--- src/rtl/meta_pkg.sv ---
package meta_pkg;

  // Order of records in the response; the sequencer walks this list.
  typedef enum logic [2:0] {
    REC_NAME   = 3'd0,
    REC_FW     = 3'd1,
    REC_ANC    = 3'd2,
    REC_PROBES = 3'd3,
    REC_MEM    = 3'd4,
    REC_RATE   = 3'd5,
    REC_PROTO  = 3'd6,
    REC_END    = 3'd7
  } rec_e;

  // Value formats held in key bits 7:5.
  localparam logic [2:0] FMT_STR = 3'd0;
  localparam logic [2:0] FMT_U32 = 3'd1;
  localparam logic [2:0] FMT_U8  = 3'd2;

  // Field tokens held in key bits 4:0.
  localparam logic [4:0] TOK_NAME   = 5'h01;
  localparam logic [4:0] TOK_FW     = 5'h02;
  localparam logic [4:0] TOK_ANC    = 5'h03;
  localparam logic [4:0] TOK_PROBES = 5'h00;
  localparam logic [4:0] TOK_MEM    = 5'h01;
  localparam logic [4:0] TOK_RATE   = 5'h03;
  localparam logic [4:0] TOK_PROTO  = 5'h01;

  // Numeric values captured when a request is accepted.
  typedef struct packed {
    logic [31:0] probes;
    logic [31:0] mem;
    logic [31:0] rate;
    logic [7:0]  proto;
  } info_t;

  function automatic logic [7:0] make_key(input logic [2:0] fmt, input logic [4:0] tok);
    return {fmt, tok};
  endfunction

endpackage

--- src/rtl/meta_req_ctl.sv ---
module meta_req_ctl (
  input  logic clk,
  input  logic rst,
  input  logic req,
  input  logic end_acc,
  output logic start,
  output logic busy,
  output logic done
);

  // A request only starts a response while the block is idle.
  assign start = req && !busy;

  always_ff @(posedge clk) begin
    if (rst) begin
      busy <= 1'b0;
      done <= 1'b0;
    end else begin
      done <= end_acc;
      if (start) begin
        busy <= 1'b1;
      end else if (end_acc) begin
        busy <= 1'b0;
      end
    end
  end

endmodule

--- src/rtl/meta_rec_seq.sv ---
module meta_rec_seq
  import meta_pkg::*;
#(
  parameter int NAME_LEN = 8,
  parameter logic [8*NAME_LEN-1:0] NAME_STR = "LogicCap",
  parameter int FW_LEN = 5,
  parameter logic [8*FW_LEN-1:0] FW_STR = "v3.07",
  parameter bit ANC_EN = 1'b1,
  parameter int ANC_LEN = 4,
  parameter logic [8*ANC_LEN-1:0] ANC_STR = "b1.2",
  parameter bit PROBE_AS_BYTE = 1'b0
) (
  input  logic       clk,
  input  logic       rst,
  input  logic       start,
  input  logic       advance,
  input  info_t      info_in,
  output logic [7:0] byte_o,
  output logic       end_o,
  output logic       exhausted_o
);

  localparam int MAX_A = (NAME_LEN > FW_LEN) ? NAME_LEN : FW_LEN;
  localparam int MAX_S = ((MAX_A > ANC_LEN) ? MAX_A : ANC_LEN) + 1;
  localparam int SPAN  = (MAX_S > 4) ? MAX_S : 4;
  localparam int POS_W = $clog2(SPAN + 1);

  rec_e             rec;
  rec_e             nxt;
  logic [POS_W-1:0] pos;
  info_t            snap;
  logic             exhausted;
  logic             last;
  logic [7:0]       probe_key;
  logic [2:0]       probe_vlen;
  int               p;

  // The parameter picks the probe count record format.
  if (PROBE_AS_BYTE) begin : g_probe_u8
    assign probe_key  = make_key(FMT_U8, TOK_PROBES);
    assign probe_vlen = 3'd1;
  end else begin : g_probe_u32
    assign probe_key  = make_key(FMT_U32, TOK_PROBES);
    assign probe_vlen = 3'd4;
  end

  // Record after the current one; the auxiliary record may be skipped.
  always_comb begin
    nxt = rec_e'(3'(rec) + 3'd1);
    if (rec == REC_FW && !ANC_EN) begin
      nxt = REC_PROBES;
    end
  end

  assign p = int'(pos);

  // Byte at the current position of the current record.
  always_comb begin
    byte_o = 8'h00;
    last   = 1'b0;
    unique case (rec)
      REC_NAME: begin
        if (p == 0) begin
          byte_o = make_key(FMT_STR, TOK_NAME);
        end else if (p <= NAME_LEN) begin
          byte_o = 8'(NAME_STR >> (8 * (NAME_LEN - p)));
        end
        last = (p == NAME_LEN + 1);
      end
      REC_FW: begin
        if (p == 0) begin
          byte_o = make_key(FMT_STR, TOK_FW);
        end else if (p <= FW_LEN) begin
          byte_o = 8'(FW_STR >> (8 * (FW_LEN - p)));
        end
        last = (p == FW_LEN + 1);
      end
      REC_ANC: begin
        if (p == 0) begin
          byte_o = make_key(FMT_STR, TOK_ANC);
        end else if (p <= ANC_LEN) begin
          byte_o = 8'(ANC_STR >> (8 * (ANC_LEN - p)));
        end
        last = (p == ANC_LEN + 1);
      end
      REC_PROBES: begin
        if (p == 0) begin
          byte_o = probe_key;
        end else begin
          byte_o = 8'(snap.probes >> (8 * (int'(probe_vlen) - p)));
        end
        last = (p == int'(probe_vlen));
      end
      REC_MEM: begin
        if (p == 0) begin
          byte_o = make_key(FMT_U32, TOK_MEM);
        end else begin
          byte_o = 8'(snap.mem >> (8 * (4 - p)));
        end
        last = (p == 4);
      end
      REC_RATE: begin
        if (p == 0) begin
          byte_o = make_key(FMT_U32, TOK_RATE);
        end else begin
          byte_o = 8'(snap.rate >> (8 * (4 - p)));
        end
        last = (p == 4);
      end
      REC_PROTO: begin
        if (p == 0) begin
          byte_o = make_key(FMT_U8, TOK_PROTO);
        end else begin
          byte_o = snap.proto;
        end
        last = (p == 1);
      end
      default: begin
        byte_o = 8'h00;
        last   = 1'b1;
      end
    endcase
  end

  assign end_o       = (rec == REC_END);
  assign exhausted_o = exhausted;

  always_ff @(posedge clk) begin
    if (rst) begin
      rec       <= REC_END;
      pos       <= '0;
      snap      <= '0;
      exhausted <= 1'b1;
    end else if (start) begin
      rec       <= REC_NAME;
      pos       <= '0;
      snap      <= info_in;
      exhausted <= 1'b0;
    end else if (advance) begin
      if (rec == REC_END) begin
        exhausted <= 1'b1;
      end else if (last) begin
        rec <= nxt;
        pos <= '0;
      end else begin
        pos <= pos + 1'b1;
      end
    end
  end

endmodule

--- src/rtl/meta_byte_out.sv ---
module meta_byte_out (
  input  logic       clk,
  input  logic       rst,
  input  logic       gen_ok,
  input  logic [7:0] byte_i,
  input  logic       end_i,
  input  logic       m_ready,
  output logic       m_valid,
  output logic [7:0] m_data,
  output logic       advance,
  output logic       end_acc
);

  logic last_q;

  // Load a new byte when the slot is empty or being emptied this cycle.
  assign advance = gen_ok && (!m_valid || m_ready);
  assign end_acc = m_valid && m_ready && last_q;

  always_ff @(posedge clk) begin
    if (rst) begin
      m_valid <= 1'b0;
      m_data  <= 8'h00;
      last_q  <= 1'b0;
    end else if (advance) begin
      m_valid <= 1'b1;
      m_data  <= byte_i;
      last_q  <= end_i;
    end else if (m_ready) begin
      m_valid <= 1'b0;
      last_q  <= 1'b0;
    end
  end

endmodule

--- src/rtl/meta_resp_gen.sv ---
module meta_resp_gen
  import meta_pkg::*;
#(
  parameter int NAME_LEN = 8,
  parameter logic [8*NAME_LEN-1:0] NAME_STR = "LogicCap",
  parameter int FW_LEN = 5,
  parameter logic [8*FW_LEN-1:0] FW_STR = "v3.07",
  parameter bit ANC_EN = 1'b1,
  parameter int ANC_LEN = 4,
  parameter logic [8*ANC_LEN-1:0] ANC_STR = "b1.2",
  parameter bit PROBE_AS_BYTE = 1'b0
) (
  input  logic        clk,
  input  logic        rst,
  input  logic        req,
  input  logic [31:0] probe_count,
  input  logic [31:0] mem_bytes,
  input  logic [31:0] max_rate_hz,
  input  logic [7:0]  proto_ver,
  output logic        m_valid,
  input  logic        m_ready,
  output logic [7:0]  m_data,
  output logic        done
);

  logic       start;
  logic       busy;
  logic       advance;
  logic       end_acc;
  logic [7:0] seq_byte;
  logic       seq_end;
  logic       seq_exhausted;
  info_t      info_in;

  assign info_in = '{probes: probe_count, mem: mem_bytes, rate: max_rate_hz, proto: proto_ver};

  meta_req_ctl u_ctl (
    .clk     (clk),
    .rst     (rst),
    .req     (req),
    .end_acc (end_acc),
    .start   (start),
    .busy    (busy),
    .done    (done)
  );

  meta_rec_seq #(
    .NAME_LEN      (NAME_LEN),
    .NAME_STR      (NAME_STR),
    .FW_LEN        (FW_LEN),
    .FW_STR        (FW_STR),
    .ANC_EN        (ANC_EN),
    .ANC_LEN       (ANC_LEN),
    .ANC_STR       (ANC_STR),
    .PROBE_AS_BYTE (PROBE_AS_BYTE)
  ) u_seq (
    .clk         (clk),
    .rst         (rst),
    .start       (start),
    .advance     (advance),
    .info_in     (info_in),
    .byte_o      (seq_byte),
    .end_o       (seq_end),
    .exhausted_o (seq_exhausted)
  );

  meta_byte_out u_out (
    .clk     (clk),
    .rst     (rst),
    .gen_ok  (busy && !seq_exhausted),
    .byte_i  (seq_byte),
    .end_i   (seq_end),
    .m_ready (m_ready),
    .m_valid (m_valid),
    .m_data  (m_data),
    .advance (advance),
    .end_acc (end_acc)
  );

endmodule

--- config.mk ---
export PLATFORM = sky130hd
export DESIGN_NAME = meta_resp_gen
export DESIGN_NICKNAME = d
export VERILOG_FILES = /design/src/rtl/meta_pkg.sv /design/src/rtl/meta_req_ctl.sv /design/src/rtl/meta_rec_seq.sv /design/src/rtl/meta_byte_out.sv /design/src/rtl/meta_resp_gen.sv
export SDC_FILE = /design/constraint.sdc
export NUM_CORES = 1
export LEC_CHECK = 0
export ABC_AREA = 0
export BUFFER_PORTS_ARGS = -buffer_cell sky130_fd_sc_hd__buf_2
export CAP_MARGIN = 20
export CORE_AREA = 2 2 79 156
export CTS_CLUSTER_DIAMETER = 150
export DETAILED_ROUTE_END_ITERATION = 7
export DIE_AREA = 0 0 81 158
export PLACE_DENSITY_LB_ADDON = 0.05
export SYNTH_ARGS = -nofsm -noshare
export SYNTH_HDL_FRONTEND = slang
export SYNTH_SLANG_ARGS = --single-unit
--- constraint.sdc ---
create_clock -name clk -period 3.3 [get_ports clk]
set_clock_uncertainty 0.2 [all_clocks]
set_input_delay 0.165 -clock clk [delete_from_list [all_inputs] [get_ports clk]]
set_output_delay 0.165 -clock clk [all_outputs]
set_load 0.02 [all_outputs]
# After elaboration in Yosys (flattened, before gate mapping)
# Index checks and enable logic that the tools add are counted.
dict set report classes {
  add_sub_neg 5
  magnitude_cmp 3
  n_eq_ne 13
  shifts 6
  n_mux 25
  n_bitwise 1
  n_reduce_logical 21
}
# cell count
set op_table {}
lappend op_table {{$shr A32 B32 Y8} 3}
lappend op_table {{$mux W8} 10}
lappend op_table {{$shr A63 B32 Y8 const A} 1}
lappend op_table {{$pmux W8 S7} 1}
lappend op_table {{$shr A39 B32 Y8 const A} 1}
lappend op_table {{$logic_not A32 Y1} 1}
lappend op_table {{$shr A31 B32 Y8 const A} 1}
lappend op_table {{$eq A4 B4 Y1 const B} 4}
lappend op_table {{$eq A3 B3 Y1 const B} 4}
lappend op_table {{$mux W3} 4}
lappend op_table {{$reduce_bool A2 Y1} 5}
lappend op_table {{$sub A3 B4 Y5 const A} 2}
lappend op_table {{$le A4 B3 Y1 const B} 2}
lappend op_table {{$mux W1} 8}
lappend op_table {{$eq A3 B2 Y1 const B} 2}
lappend op_table {{$logic_and A1 B1 Y1} 5}
lappend op_table {{$pmux W1 S5} 1}
lappend op_table {{$sub A4 B4 Y5 const A} 1}
lappend op_table {{$add A4 B1 Y4 const B} 1}
lappend op_table {{$eq A4 B2 Y1 const B} 1}
lappend op_table {{$le A4 B4 Y1 const B} 1}
lappend op_table {{$mux W4} 1}
lappend op_table {{$reduce_and A2 Y1} 2}
lappend op_table {{$add A3 B1 Y3 const B} 1}
lappend op_table {{9 further kinds} 11}
dict set report word_totals {
  reg_bits 124
  input_bits 108
  wordCells 86
}

# Longest topological paths before layout
# Gate-level depths: netlist of run 1.
dict set report depth {
  word_depth 7
  depth_mapped 11
  mapped_depth_nobuf 8
}

# Hierarchy
# Synthesis of run 1 repeated with hierarchy kept, for this count alone.
dict set report unflattened {
  hier_cells 697
  hier_area_um2 6515.0
}
# module instances cells_per_inst area_each_um2 seq_area_each_um2
set modules_own_cells {}
lappend modules_own_cells {meta_rec_seq 1 642 5945.7 2242.2}
lappend modules_own_cells {meta_byte_out 1 48 489.2 200.2}
lappend modules_own_cells {meta_req_ctl 1 6 66.3 40.0}
lappend modules_own_cells {meta_resp_gen 1 1 13.8 0.0}

# Worst setup path after synthesis of run 1
# No wires, ideal clock.
dict set report synth_timing {
  path_type {flip-flop to flip-flop}
  from {register u_seq.pos[3]}
  to {register u_out.m_data[0]}
  setup_ps 74
  t_arrival_ps 2184
  t_required_ps 3026
  slack_ps 842
  path_stages_with_launch 11
  n_path_buf 3
  period_less_slack_ps 2458
  path_cell_list {dfxtp_1 buf_2 buf_6 clkbuf_1 inv_1 ha_1 nor4b_1 nand2_1 o32ai_1 nor4_1 a31oi_1}
}
dict set report synth_between {
  elab_chain_cells 5
  elab_cells_between_ends 24
}
# element line
set synth_rtl {}
lappend synth_rtl {{start, declared} meta_rec_seq.sv:30} ;# logic [POS_W-1:0] pos;
lappend synth_rtl {{start signal, assigned} meta_rec_seq.sv:146} ;# pos <= pos + 1'b1;
lappend synth_rtl {{$sub A4 B4 Y5 (tied with other cells)} meta_rec_seq.sv:66} ;# byte_o = 8'(NAME_STR >> (8 * (NAME_LEN - p)));
lappend synth_rtl {{$shr A63 B32 Y8 (tied with other cells)} meta_rec_seq.sv:66}
lappend synth_rtl {{$mux W8 (on tied branches)} {meta_rec_seq.sv:65, meta_rec_seq.sv:73, meta_rec_seq.sv:81}}
lappend synth_rtl {{$mux W8 (on tied branches)} {meta_rec_seq.sv:63, meta_rec_seq.sv:71, meta_rec_seq.sv:79}}
lappend synth_rtl {{$pmux W8 S7 *} meta_rec_seq.sv:61} ;# unique case (rec)
lappend synth_rtl {{end signal, assigned} meta_byte_out.sv:27} ;# m_data <= byte_i;
lappend synth_rtl {{end, declared} meta_byte_out.sv:9} ;# output logic [7:0] m_data,
# Every way passes the cells marked *; elsewhere a longest branch is shown, timed or not.
# A chain may end at the register's enable or synchronous reset.

# Final worst setup path of run 1
dict set report layout_timing {
  from {register u_seq.pos[3]}
  to {register u_out.m_data[1]}
}
# Same word-level chain as after synthesis.

==> reports/metrics.cfg, run 1 <==
[cts]
cts_tree=done
cts_sinks=124
path_clk_slew_ns=0.06
numCtsBuffers=17
clk-insertion-delay-late_ns=0.42
cts-resized-gates=0
htreeDepth=4
cts_setup_buffers=0
cts_buffer_depth=2
cts-root-buf=clkbuf_16

[global_route]
grt_pass1_vias=7890
grt_pass1_wl_mm=41.8
antenna_found_initial=1
grt.overflow.total=0
grtUsageTotal_pct=44.5
grt_max_degree=57

[yosys]
syn_area_um2=6320
synth.distinct_cells=70
synth-seq-cells=124
synth_edf_count=0
syn_avg_cell_area_um2=7.49
synth_fp_nets=965
syn_inst=844
ys.flop_type=dfxtp_1
yosys_warnings=0
async_flop_share_pct=0
yosysSeqAreaShare_pct=39.3

[hold_path]
hp-class=in -> reg
hold_depth=4

[floorplanning]
coreArea_um2=11600
die-area_um2=12800
num_io_pins=118
initial_core_util_pct=54.3
die_w_um=81
die_y_um=158
rows=56

[detailed_routing]
drc=0
drt-initial-drc-count=870
wl_per_cell_um=23.4
first_pass_iters=7
via_per_inst=6.50
maxUsedRoutingLayer=met4
dr_wl_met3_mm=2.15
met2WireLength_mm=14.0
drt-total-wl_mm=28.2
ant_nets=0
route.vias.total=7841
wl_met1_mm=8.78

[sta]
fin_ws_ns=0.556
worst_slew_pin_slew_ns=0.838
hold_viol=0
tns_ns=0
maxSlewHeadroom_pct=44.0
finalWorstPathRequiredPeriod_ns=2.74
fmax_mhz=364
rsz0062_at_grt=false
finalMaxSlewViolations=0
setup_viol=0
fin_crit_sh_pct=83.1

[power_and_ir_drop]
p_leak_uw=0.00347
peakVddDrop_mv=0.383
p_per_area_nw_per_um2=459

[finish]
post-route-util_pct=75.1
fin_cells=1206
area_delta_synth_final_pct=38.2
final_nets=1169
drive_above_1_share_pct=18.9

[placement]
port_buffers=117
pre_cts_ws_ns=0.656
gp_congestion=1.04
dpl.hpwl_mm=17.4
place_inst=1068

[setup_path]
critPathMaxFanout=11
crit_type=reg -> reg
reg2reg_depth=7
crit_path_start_kind=register
critPathCaptureType=register
critPathArrivalTime_ns=2.89
crit_required_ns=3.45

[run_status]
run_status=complete, no violations

[job]
drv_cap=0

==> worst max-delay path, stage by stage, from the launching register on <==
cell and delay [ns]:
dfxtp_1 0.67, inv_1 0.10, ha_1 0.31, nor4b_1 0.46
nand2_1 0.25, o21ai_0 0.35, a2111oi_0 0.18, a21oi_1 0.16
==> final timing paths <==
path,end,startpoint,slack [ns]
min,u_seq.snap[4]$_SDFFE_PP0P_,req,0.12
max,u_out.m_data[1]$_SDFFE_PP0P_,u_seq.pos[3]$_SDFFE_PP0P_,0.56
min reg2reg,u_seq.snap[34]$_SDFFE_PP0P_,u_seq.snap[34]$_SDFFE_PP0P_,0.26
max reg2reg,u_out.m_data[1]$_SDFFE_PP0P_,u_seq.pos[3]$_SDFFE_PP0P_,0.56
==> cells in the mapped netlist (all sizes together), types with 3 or more instances <==
master / instances / share of area [%]
a22oi: 5 / 0.59
o2111ai: 3 / 0.42
o221ai: 3 / 0.42
a311oi: 3 / 0.42
a221oi: 11 / 1.5
ha: 13 / 2.6
nand2b: 10 / 1.1
clkbuf: 42 / 2.5
xor2: 3 / 0.42
or4: 3 / 0.36
a31oi: 4 / 0.40
a21oi: 141 / 11
o21ai: 18 / 1.4
nor4: 4 / 0.49
nand2: 237 / 14
a32oi: 16 / 2.2
nor2: 20 / 1.2
a211o: 3 / 0.42
nor4b: 4 / 0.55
nor3b: 4 / 0.55
xnor2: 3 / 0.42
o31ai: 4 / 0.48
nor3: 9 / 0.71
a211oi: 12 / 1.4
nand3: 28 / 2.2
buf: 32 / 2.5
o22ai: 3 / 0.30
o211ai: 11 / 1.3
nor2b: 11 / 1.2
a31o: 3 / 0.42
inv: 13 / 0.77
a221o: 3 / 0.48
dfxtp: 124 / 39
==> sequential cells by signal, indices dropped and copies added, names as in the netlist <==
name,count
u_seq.exhausted_o,1
u_seq.rec,3
u_out.m_data,8
u_ctl.done,1
u_seq.snap,104
u_out.last_q,1
u_ctl.busy,1
u_seq.pos,4
u_out.m_valid,1
==> through the flow <==
stage                     hold slack (ns)  instance area, um2  total power, uW
after floorplan                     0.101                6320             1940
after global placement              0.205                7130             2130
after detailed placement            0.211                7130             2150
after CTS                           0.109                8730             3960
after global routing                0.155                8740             4120
final                               0.123                8740             4010
==> repair_timing <==
item,4_1_cts,5_1_grt
hold buffers,106,0
hold endpoints to repair,111,0
endpoints found under the setup margin,0,0
==> layout make-up <==
type                       instances  area (um2)
tap                              145         181
inverter                          14        52.6
antenna                            1        2.50
timing repair buffer             259        1980
fill                             806        2900
clock buffer                      19         453
sequential                       124        2480
multi-input combinational        632        3490
clock inverter                    12        90.1
==> routing by layer <==
metal	up-vias	GRT usage, %
li1	3406	-
met1	3612	43.1
met2	596	75.5
met3	227	8.89
met4	0	42.5
met5	-	0
==> placed cells by master, fill, tap and decap left out, drive strengths merged, types with 3 or more instances in the layout <==
master       instances
a211o                3
a211oi              12
a21oi              141
a221o                3
a221oi              11
a22oi                5
a311oi               3
a31o                 3
a31oi                4
a32oi               16
buf                153
clkbuf              19
clkinv               6
clkinvlp             3
dfxtp              124
dlygate4sd3        106
ha                  13
inv                 17
nand2              237
nand2b              10
nand3               28
nor2                20
nor2b               11
nor3                 9
nor3b                4
nor4                 4
nor4b                4
o2111ai              3
o211ai              11
o21ai               18
o221ai               3
o22ai                3
o31ai                4
or4                  3
xnor2                3
xor2                 3
==> cell families (layout without fill, tap and decap cells) <==
logic type      Yosys count  count (layout)  share of synthesized area (%)
simple gates            345             345                           24.4
other cells               0               1                              0
fa+ha+maj                13              13                           2.57
mux                       2               2                          0.356
buf+inv                  88             304                           5.86
xor+xnor                  6               6                          0.832
compound gates          266             266                           26.7
flops                   124             124                           39.3
==> power breakdown <==
group	switching (uW)	internal, uW	total (uW)	leakage (uW)
Combinational	331	267	597	0.00219
Sequential	85.3	1580	1670	0.00102
Clock	744	1000	1750	0.000262
Note: power is estimated with default switching activity, not from simulation.
==> run 2, diff against run 1 <==
CORE_AREA = 2 2 82 163   (was 2 2 79 156)
DIE_AREA = 0 0 84 165   (was 0 0 81 158)
clock period = 2.5 ns   (was 3.3 ns; I/O delays follow)
==> run 2 against run 1 <==
- worst hold slack worse by 0.096 ns
- combinational power up 42%
- clock-buffer cell count down 1
- sequential cell count unchanged
- routed wire length down 2.1%
- final area up 7.6%
- register-to-register slack worse by 0.50 ns
- final cell count up 5.4%
- critical path depth down 2
- core utilization down 0.22 points
- worst setup slack worse by 0.50 ns
- power up 36%
==> reports/metrics.cfg, run 2 (synthesis results as in run 1) <==
[finish]
mostFrequentLayoutCell=nand2_1  ; unchanged
diodes=0  ; was 1
largest_reg_flops=104  ; unchanged
mostFrequentLayoutCells=nand2_1 (237), a21oi_1 (140), dlygate4sd3_1 (135)  ; was nand2_1 (237), a21oi_1 (140), dfxtp_1 (124)
drive_above_1_share_pct=22.2  ; was 18.9%
area_delta_synth_final_pct=48.7  ; was 38.2%
fin_cells=1271  ; was 1,206
ff_latch_area_um2=2480  ; about the same
final_nets=1229  ; was 1,169
fillers=914  ; was 806
top_regs=u_seq.snap (104), u_out.m_data (8), u_seq.pos (4)  ; unchanged
regMostFlops=u_seq.snap  ; unchanged
multiInputGateArea_um2=3570  ; was 3490 um2

[setup_path]
rrSetupSlack_ns=0.06  ; was 0.56 ns
critPathMaxFanout=14  ; was 11
reg2reg_depth=5  ; was 7
max_stage_delay_ns=0.58  ; was 0.67 ns
startpoint=u_ctl.busy$_SDFFE_PP0P_  ; was u_seq.pos[3]$_SDFFE_PP0P_
crit_top_cell=dlygate4sd3_1
crit_required_ns=2.65  ; was 3.45 ns
critPathCaptureType=register  ; unchanged
path_cells=nor2b_4, nand2_1, dlygate4sd3_1, a21oi_1, dlygate4sd3_1  ; was inv_1, ha_1, nor4b_1, nand2_1, o21ai_0, a2111oi_0, a21oi_1
crit_path_start_kind=register  ; unchanged
critPathArrivalTime_ns=2.60  ; was 2.89 ns
critical_path.slowest_cell=dlygate4sd3_1  ; was dfxtp_1
rr_startpoint=u_ctl.busy$_SDFFE_PP0P_  ; was u_seq.pos[3]$_SDFFE_PP0P_
r2r_end=u_seq.snap[2]$_SDFFE_PP0P_  ; was u_out.m_data[1]$_SDFFE_PP0P_
crit_type=reg -> reg  ; unchanged
crit_end=u_seq.snap[2]$_SDFFE_PP0P_  ; was u_out.m_data[1]$_SDFFE_PP0P_

[power_and_ir_drop]
power.share.sequential_pct=40.2  ; was 41.6%
peakVddDrop_mv=0.895  ; was 0.383 mV
p_sw_uw=1610  ; was 1160 uW
p_per_area_nw_per_um2=579  ; was 459 nW/um2
p_comb_share_pct=15.6  ; was 14.9%
p_sw_share_pct=29.6  ; was 28.9%
intPower_uw=3830  ; was 2850 uW
clkPwrFrac_pct=44.2  ; was 43.5%
finalPower_uw=5450  ; was 4010 uW
p_leak_uw=0.00383  ; was 0.00347 uW

[cts]
cts_setup_buffers=0  ; unchanged
cts_sinks=124  ; unchanged
path_clk_slew_ns=0.06  ; about the same
htreeDepth=4  ; unchanged
cts_buffer_depth=2  ; unchanged
numCtsBuffers=17  ; unchanged
cts-root-buf=clkbuf_16  ; unchanged
cts_tree=done  ; unchanged
clk-insertion-delay-late_ns=0.42  ; about the same

[placement]
place_inst=1104  ; was 1,068
dpl.hpwl_mm=17.8  ; was 17.4 mm
port_buffers=117  ; unchanged
pre_cts_ws_ns=-0.0705  ; was 0.656 ns
gp_congestion=0.975  ; was 1.04

[hold_path]
holdCritStartpoint=req  ; unchanged
hp-class=in -> reg  ; unchanged
hold_depth=4  ; unchanged

[detailed_routing]
drt-initial-drc-count=801  ; was 870
via_per_inst=6.10  ; was 6.50
first_pass_iters=5  ; was 7
route.vias.total=7751  ; was 7,841
drc=0  ; unchanged
wl_per_cell_um=21.7  ; was 23.4 um
ant_nets=0  ; unchanged
drt-total-wl_mm=27.6  ; was 28.2 mm

[sta]
finalMaxSlewViolations=0  ; unchanged
hold_viol=0  ; unchanged
fin_ws_ns=0.0555  ; was 0.556 ns
holdWs_ns=0.0264  ; was 0.123 ns
worst_slew_pin_slew_ns=0.821  ; was 0.838 ns
maxSlewHeadroom_pct=45.3  ; was 44.0%
finalWorstPathRequiredPeriod_ns=2.44  ; was 2.74 ns
fin_crit_sh_pct=97.8  ; was 83.1%
rsz0062_at_grt=false  ; unchanged
setup_viol=0  ; unchanged
fmax_mhz=409  ; was 364 MHz

[floorplanning]
rows=58  ; was 56
coreArea_um2=12600  ; was 11,600 um2
die-area_um2=13900  ; was 12,800 um2
num_io_pins=118  ; unchanged
initial_core_util_pct=50.3  ; was 54.3%
die_w_um=84  ; was 81 um
die_y_um=165  ; was 158 um

[global_route]
grt_max_degree=109  ; was 57
grt.overflow.total=0  ; unchanged
grtUsageTotal_pct=40.0  ; was 44.5%
antenna_found_initial=0  ; was 1
grt_pass1_vias=7985  ; was 7,890
grt_pass1_wl_mm=42.8  ; was 41.8 mm

[job]
drv_cap=0  ; unchanged

[run_status]
run_status=complete, no violations  ; unchanged

[run 2: cell count changes in the layout (fill, tap and decap cells not counted), sizes merged]
cell	delta
diode	-1
inv	+6
buf	+31
clkinvlp	-2
clkinv	-2
clkbuf	-1
dlygate4sd3	+29
[run 2: cell type report]
cell class	count	share of cell area [%]
inverters	14	0.559
clock buffers	18	4.67
flip-flops and latches	124	26.4
repair buffers	319	27.0
multi-input cells	632	38.0
clock inverters	14	1.32
well taps	150	2.00
[run 2: power groups by stage]
stage / clock network, uW / logic (uW) / registers (uW)
after floorplan: 0 / 376 / 2180
after global placement: 0 / 612 / 2220
after detailed placement: 0 / 627 / 2230
after CTS: 2410 / 800 / 2180
after global routing: 2500 / 914 / 2190
final: 2410 / 847 / 2190
[run 2: critical path: cells and delay by family (launching register included)]
| family | cells | cell delay (ns) |
|---|---|---|
| AOI/OAI and AO/OA | 1 | 0.17 |
| buffers and inverters | 2 | 1.15 |
| and+or+nand+nor | 2 | 0.47 |
| DFF | 1 | 0.38 |
[run 2: worst min path at each step]
stage,to,slack [ns]
floorplan,u_seq.snap[13]$_SDFFE_PP0P_,0.06
finish,u_seq.snap[36]$_SDFFE_PP0P_,0.03
detailed placement,u_seq.snap[94]$_SDFFE_PP0P_,0.17
global placement,u_seq.snap[59]$_SDFFE_PP0P_,0.16
CTS,u_seq.snap[36]$_SDFFE_PP0P_,0.003
global route,u_seq.snap[36]$_SDFFE_PP0P_,0.04
[run 2: metrics by stage]
stage               util [%]  TNS (ns)  cell area (um2)
floorplan                  -         0             6320
global placement        59.0         0             7410
detailed placement      59.0   -0.0933             7410
CTS                     74.4         0             9340
global route            74.9         0             9400
finish                  74.9         0             9400
[run 2: per-layer routing]
metal	wire (um)	GRT usage, %	vias up
met1	9170	39.9	3614
li1	-	-	3516
met2	14200	72.7	462
met3	1590	6.00	159
met5	0	0	-
met4	2670	32.3	0
[run 2: what timing repair did]
action / CTS / global route
cloned: 0 / 0
endpoints found under the hold margin: 108 / 0
hold buffers: 135 / 0
pin swaps: 0 / 2
gates resized for setup: 6 / 13
endpoints found under the setup margin: 5 / 13
==> run 3, diff against run 2 <==
CORE_AREA = 2 2 79 156   (was 2 2 82 163)
DIE_AREA = 0 0 81 158   (was 0 0 84 165)
clock period = 2.3 ns   (was 2.5 ns; I/O delays follow)
==> run 3 against run 2 <==
- the run now fails in 5_1_grt
- synthesized cell count unchanged
- area after synthesis unchanged
==> reports/metrics.cfg, run 3 <==
[floorplanning]
initial_core_util_pct=54.3  ; was 50.3%
num_io_pins=118  ; unchanged
die_w_um=81  ; was 84 um
die_y_um=158  ; was 165 um
rows=56  ; was 58

[cts]
cts-root-buf=clkbuf_16  ; unchanged
cts_buffer_depth=2  ; unchanged
htreeDepth=4  ; unchanged
cts_setup_buffers=0  ; unchanged
numCtsBuffers=17  ; unchanged
cts_sinks=124  ; unchanged

[yosys]
synth_edf_count=0  ; unchanged
ys.flop_type=dfxtp_1  ; unchanged
yosysSeqAreaShare_pct=39.3  ; unchanged
netlist_top_cells_count=nand2_1 (237), a21oi_1 (140), dfxtp_1 (124)  ; unchanged
synth.distinct_cells=70  ; unchanged
yosysTopAreaCell=dfxtp_1  ; unchanged
synth_top_area_share_pct=39.3  ; unchanged
syn_avg_cell_area_um2=7.49  ; unchanged
syn_inst=844  ; unchanged
synth_area_leaders=dfxtp_1 (39%), nand2_1 (14%), a21oi_1 (11%)  ; unchanged
async_flop_share_pct=0  ; unchanged
syn_area_um2=6320  ; unchanged
yosys_warnings=0  ; unchanged
yosysMostFrequentCell=nand2_1  ; unchanged
synth-seq-cells=124  ; unchanged
synth_fp_nets=965  ; unchanged

[run_status]
haltStage=5_1_grt
error=[ERROR GRT-0232] Routing congestion too high. Check the congestion heatmap in the GUI.
run_status=stopped before the end  ; was complete, no violations

[placement]
dpl.hpwl_mm=18.9  ; was 17.8 mm
gp_congestion=1.01  ; was 0.975
port_buffers=117  ; unchanged

[sta]
grt-worst-endpoint=u_out.m_data[1]$_SDFFE_PP0P_/D
worstEpCategory=sequential cell input

[global_route]
antenna_found_initial=5
grt.overflow.total=1
grt_max_degree=66
grtUsageTotal_pct=66.9

run 3: cell counts after synthesis:
No cell type changed its count.
run 3: logic make-up after synthesis:
logic type	share of synthesized area [%]
and+or+nand+nor	24.4
AOI/OAI and AO/OA	26.7
DFF	39.3
buffers and inverters	5.86
adders and majority gates	2.57
xor gates and xnor gates	0.832
muxes	0.356
run 3: repair_timing:
| action | 4_1_cts |
|---|---|
| hold buffers | 107 |
| pin swaps | 1 |
| endpoints found under the setup margin | 13 |
| hold endpoints to repair | 115 |
| resized for setup | 17 |
run 3: stage by stage:
step	std cells	hold slack [ns]	setup WS, ns	setup TNS [ns]	cell area [um2]
floorplan	844	0.0510	0.00497	0	6380
detailed placement	1136	0.144	-0.132	-0.611	7720
global placement	1136	0.137	-0.128	-0.340	7720
CTS	1275	0.000450	-0.0504	-0.0881	9450
run 3: layer usage:
metal,track usage [%],overflow
met5,6.09,0
met4,71.2,0
met2,89.1,1
met1,65.7,0
met3,41.4,0
==> run 4, diff against run 3 <==
CORE_AREA = 2 2 129 131   (was 2 2 79 156)
CTS_CLUSTER_DIAMETER = not set   (was 150)
DIE_AREA = 0 0 131 133   (was 0 0 81 158)
PLACE_DENSITY_LB_ADDON = 0.15   (was 0.05)
==> run 4 against run 3 <==
- the run now ends clean
==> reports/metrics.cfg, run 4 (synthesis results as in run 1) <==
[detailed_routing]
ant_nets=0
first_pass_iters=5
drt-total-wl_mm=24.1
drc=0
drt-initial-drc-count=460
wl_per_cell_um=17.9
route.vias.total=7217
via_per_inst=5.34

[power_and_ir_drop]
clkPwrFrac_pct=43.4
p_per_area_nw_per_um2=598
p_sw_uw=1590
peakVddDrop_mv=0.515
power.share.sequential_pct=40.8
p_leak_uw=0.00385
intPower_uw=4200
p_comb_share_pct=15.8
p_sw_share_pct=27.5
finalPower_uw=5790

[sta]
finalWorstPathRequiredPeriod_ns=2.24
holdWs_ns=0.255
hold_viol=0
finalMaxSlewViolations=0
fin_crit_sh_pct=97.4
worst_slew_pin_slew_ns=0.852
setup_viol=0
maxSlewHeadroom_pct=43.2
fmax_mhz=446

[run_status]
run_status=complete, no violations  ; was stopped before the end

[finish]
regMostFlops=u_seq.snap
mostFrequentLayoutCells=nand2_1 (235), a21oi_1 (139), dfxtp_1 (119)
diodes=0
largest_reg_flops=104
mostFrequentLayoutCell=nand2_1
final_nets=1240
drive_above_1_share_pct=26.9
area_delta_synth_final_pct=53.2
top_regs=u_seq.snap (104), u_out.m_data (8), u_seq.pos (4)

[global_route]
grt_pass1_wl_mm=37.5
grt_max_degree=86
grt.overflow.total=0
grtUsageTotal_pct=28.1
antenna_found_initial=0
grt_pass1_vias=7033

[setup_path]
critPathMaxFanout=11
critPathArrivalTime_ns=2.40
crit_type=reg -> reg
rrSetupSlack_ns=0.06
crit_path_start_kind=register
crit_required_ns=2.46
critPathCaptureType=register

[hold_path]
hp-class=reg -> reg

[floorplanning]
die_w_um=131  ; was 81 um
coreArea_um2=16200
num_io_pins=118  ; unchanged
die-area_um2=17400
initial_core_util_pct=39.1  ; was 54.3%
rows=47  ; was 56
die_y_um=133  ; was 158 um

[cts]
htreeDepth=4  ; unchanged
numCtsBuffers=17  ; unchanged
cts_buffer_depth=2  ; unchanged
cts_tree=done
path_clk_slew_ns=0.06
clk-insertion-delay-late_ns=0.42
cts-root-buf=clkbuf_16  ; unchanged
cts_sinks=124  ; unchanged

[placement]
port_buffers=117  ; unchanged
dpl.hpwl_mm=16.5  ; was 18.9 mm
gp_congestion=0.979  ; was 1.01

[job]
drv_cap=0

## run 4: critical path, stage by stage, from the launching register on
cell	delay, ns
dfxtp_2	0.37
buf_4	0.21
buf_4	0.18
or4bb_1	0.54
a2bb2oi_1	0.16
a221oi_1	0.31
o31ai_2	0.12
nand4_1	0.09
## run 4: worst paths after layout
path,startpoint,end,cells after the start
max,u_seq.pos[2]$_SDFFE_PP0P_,u_out.m_data[6]$_SDFFE_PP0P_,7
min,u_seq.snap[72]$_SDFFE_PP0P_,u_seq.snap[72]$_SDFFE_PP0P_,2
max reg2reg,u_seq.pos[2]$_SDFFE_PP0P_,u_out.m_data[6]$_SDFFE_PP0P_,7
min reg2reg,u_seq.snap[72]$_SDFFE_PP0P_,u_seq.snap[72]$_SDFFE_PP0P_,2
## run 4: per-stage QoR
step                      cells  worst slack [ns]  setup TNS (ns)  area, um2  utilization (%)
after floorplan             844           0.00497               0       6380                -
after global placement     1202           -0.0956          -0.105       7720             47.8
after detailed placement   1202           -0.0923          -0.253       7720             47.8
after CTS                  1346           0.00587               0       9430             58.3
after global routing       1351           -0.0360         -0.0946       9680             59.9
final                      1351            0.0594               0       9680             59.9
## run 4: power by group through the flow
| stage | registers, uW | logic, uW | clock network (uW) |
|---|---|---|---|
| after global routing | 2370 | 1000 | 2660 |
| after floorplan | 2370 | 417 | 0 |
| after detailed placement | 2410 | 714 | 0 |
| after global placement | 2410 | 712 | 0 |
| after CTS | 2360 | 868 | 2550 |
| final | 2360 | 916 | 2520 |
## run 4: routing by layer
layer	up-vias	track usage [%]	routed length (um)
met5	-	0	0
met4	0	9.75	638
met3	34	4.93	966
met2	183	45.6	11900
met1	3456	37.5	10600
li1	3544	-	-
## run 4: repair_timing
action,4_1_cts,5_1_grt
endpoints found under the hold margin,115,0
gates resized for setup,8,41
setup endpoints to repair,9,13
hold buffers,113,0
setup buffers,0,5
pin swaps,1,16
gates cloned,0,1
## run 4: final cells by class
type | count | area, um2
multi-input combinational | 632 | 3730
clock buffer | 17 | 425
fill | 1481 | 6490
timing repair buffer | 330 | 2590
inverter | 14 | 52.6
tap | 220 | 275
sequential | 124 | 2490
clock inverter | 14 | 120
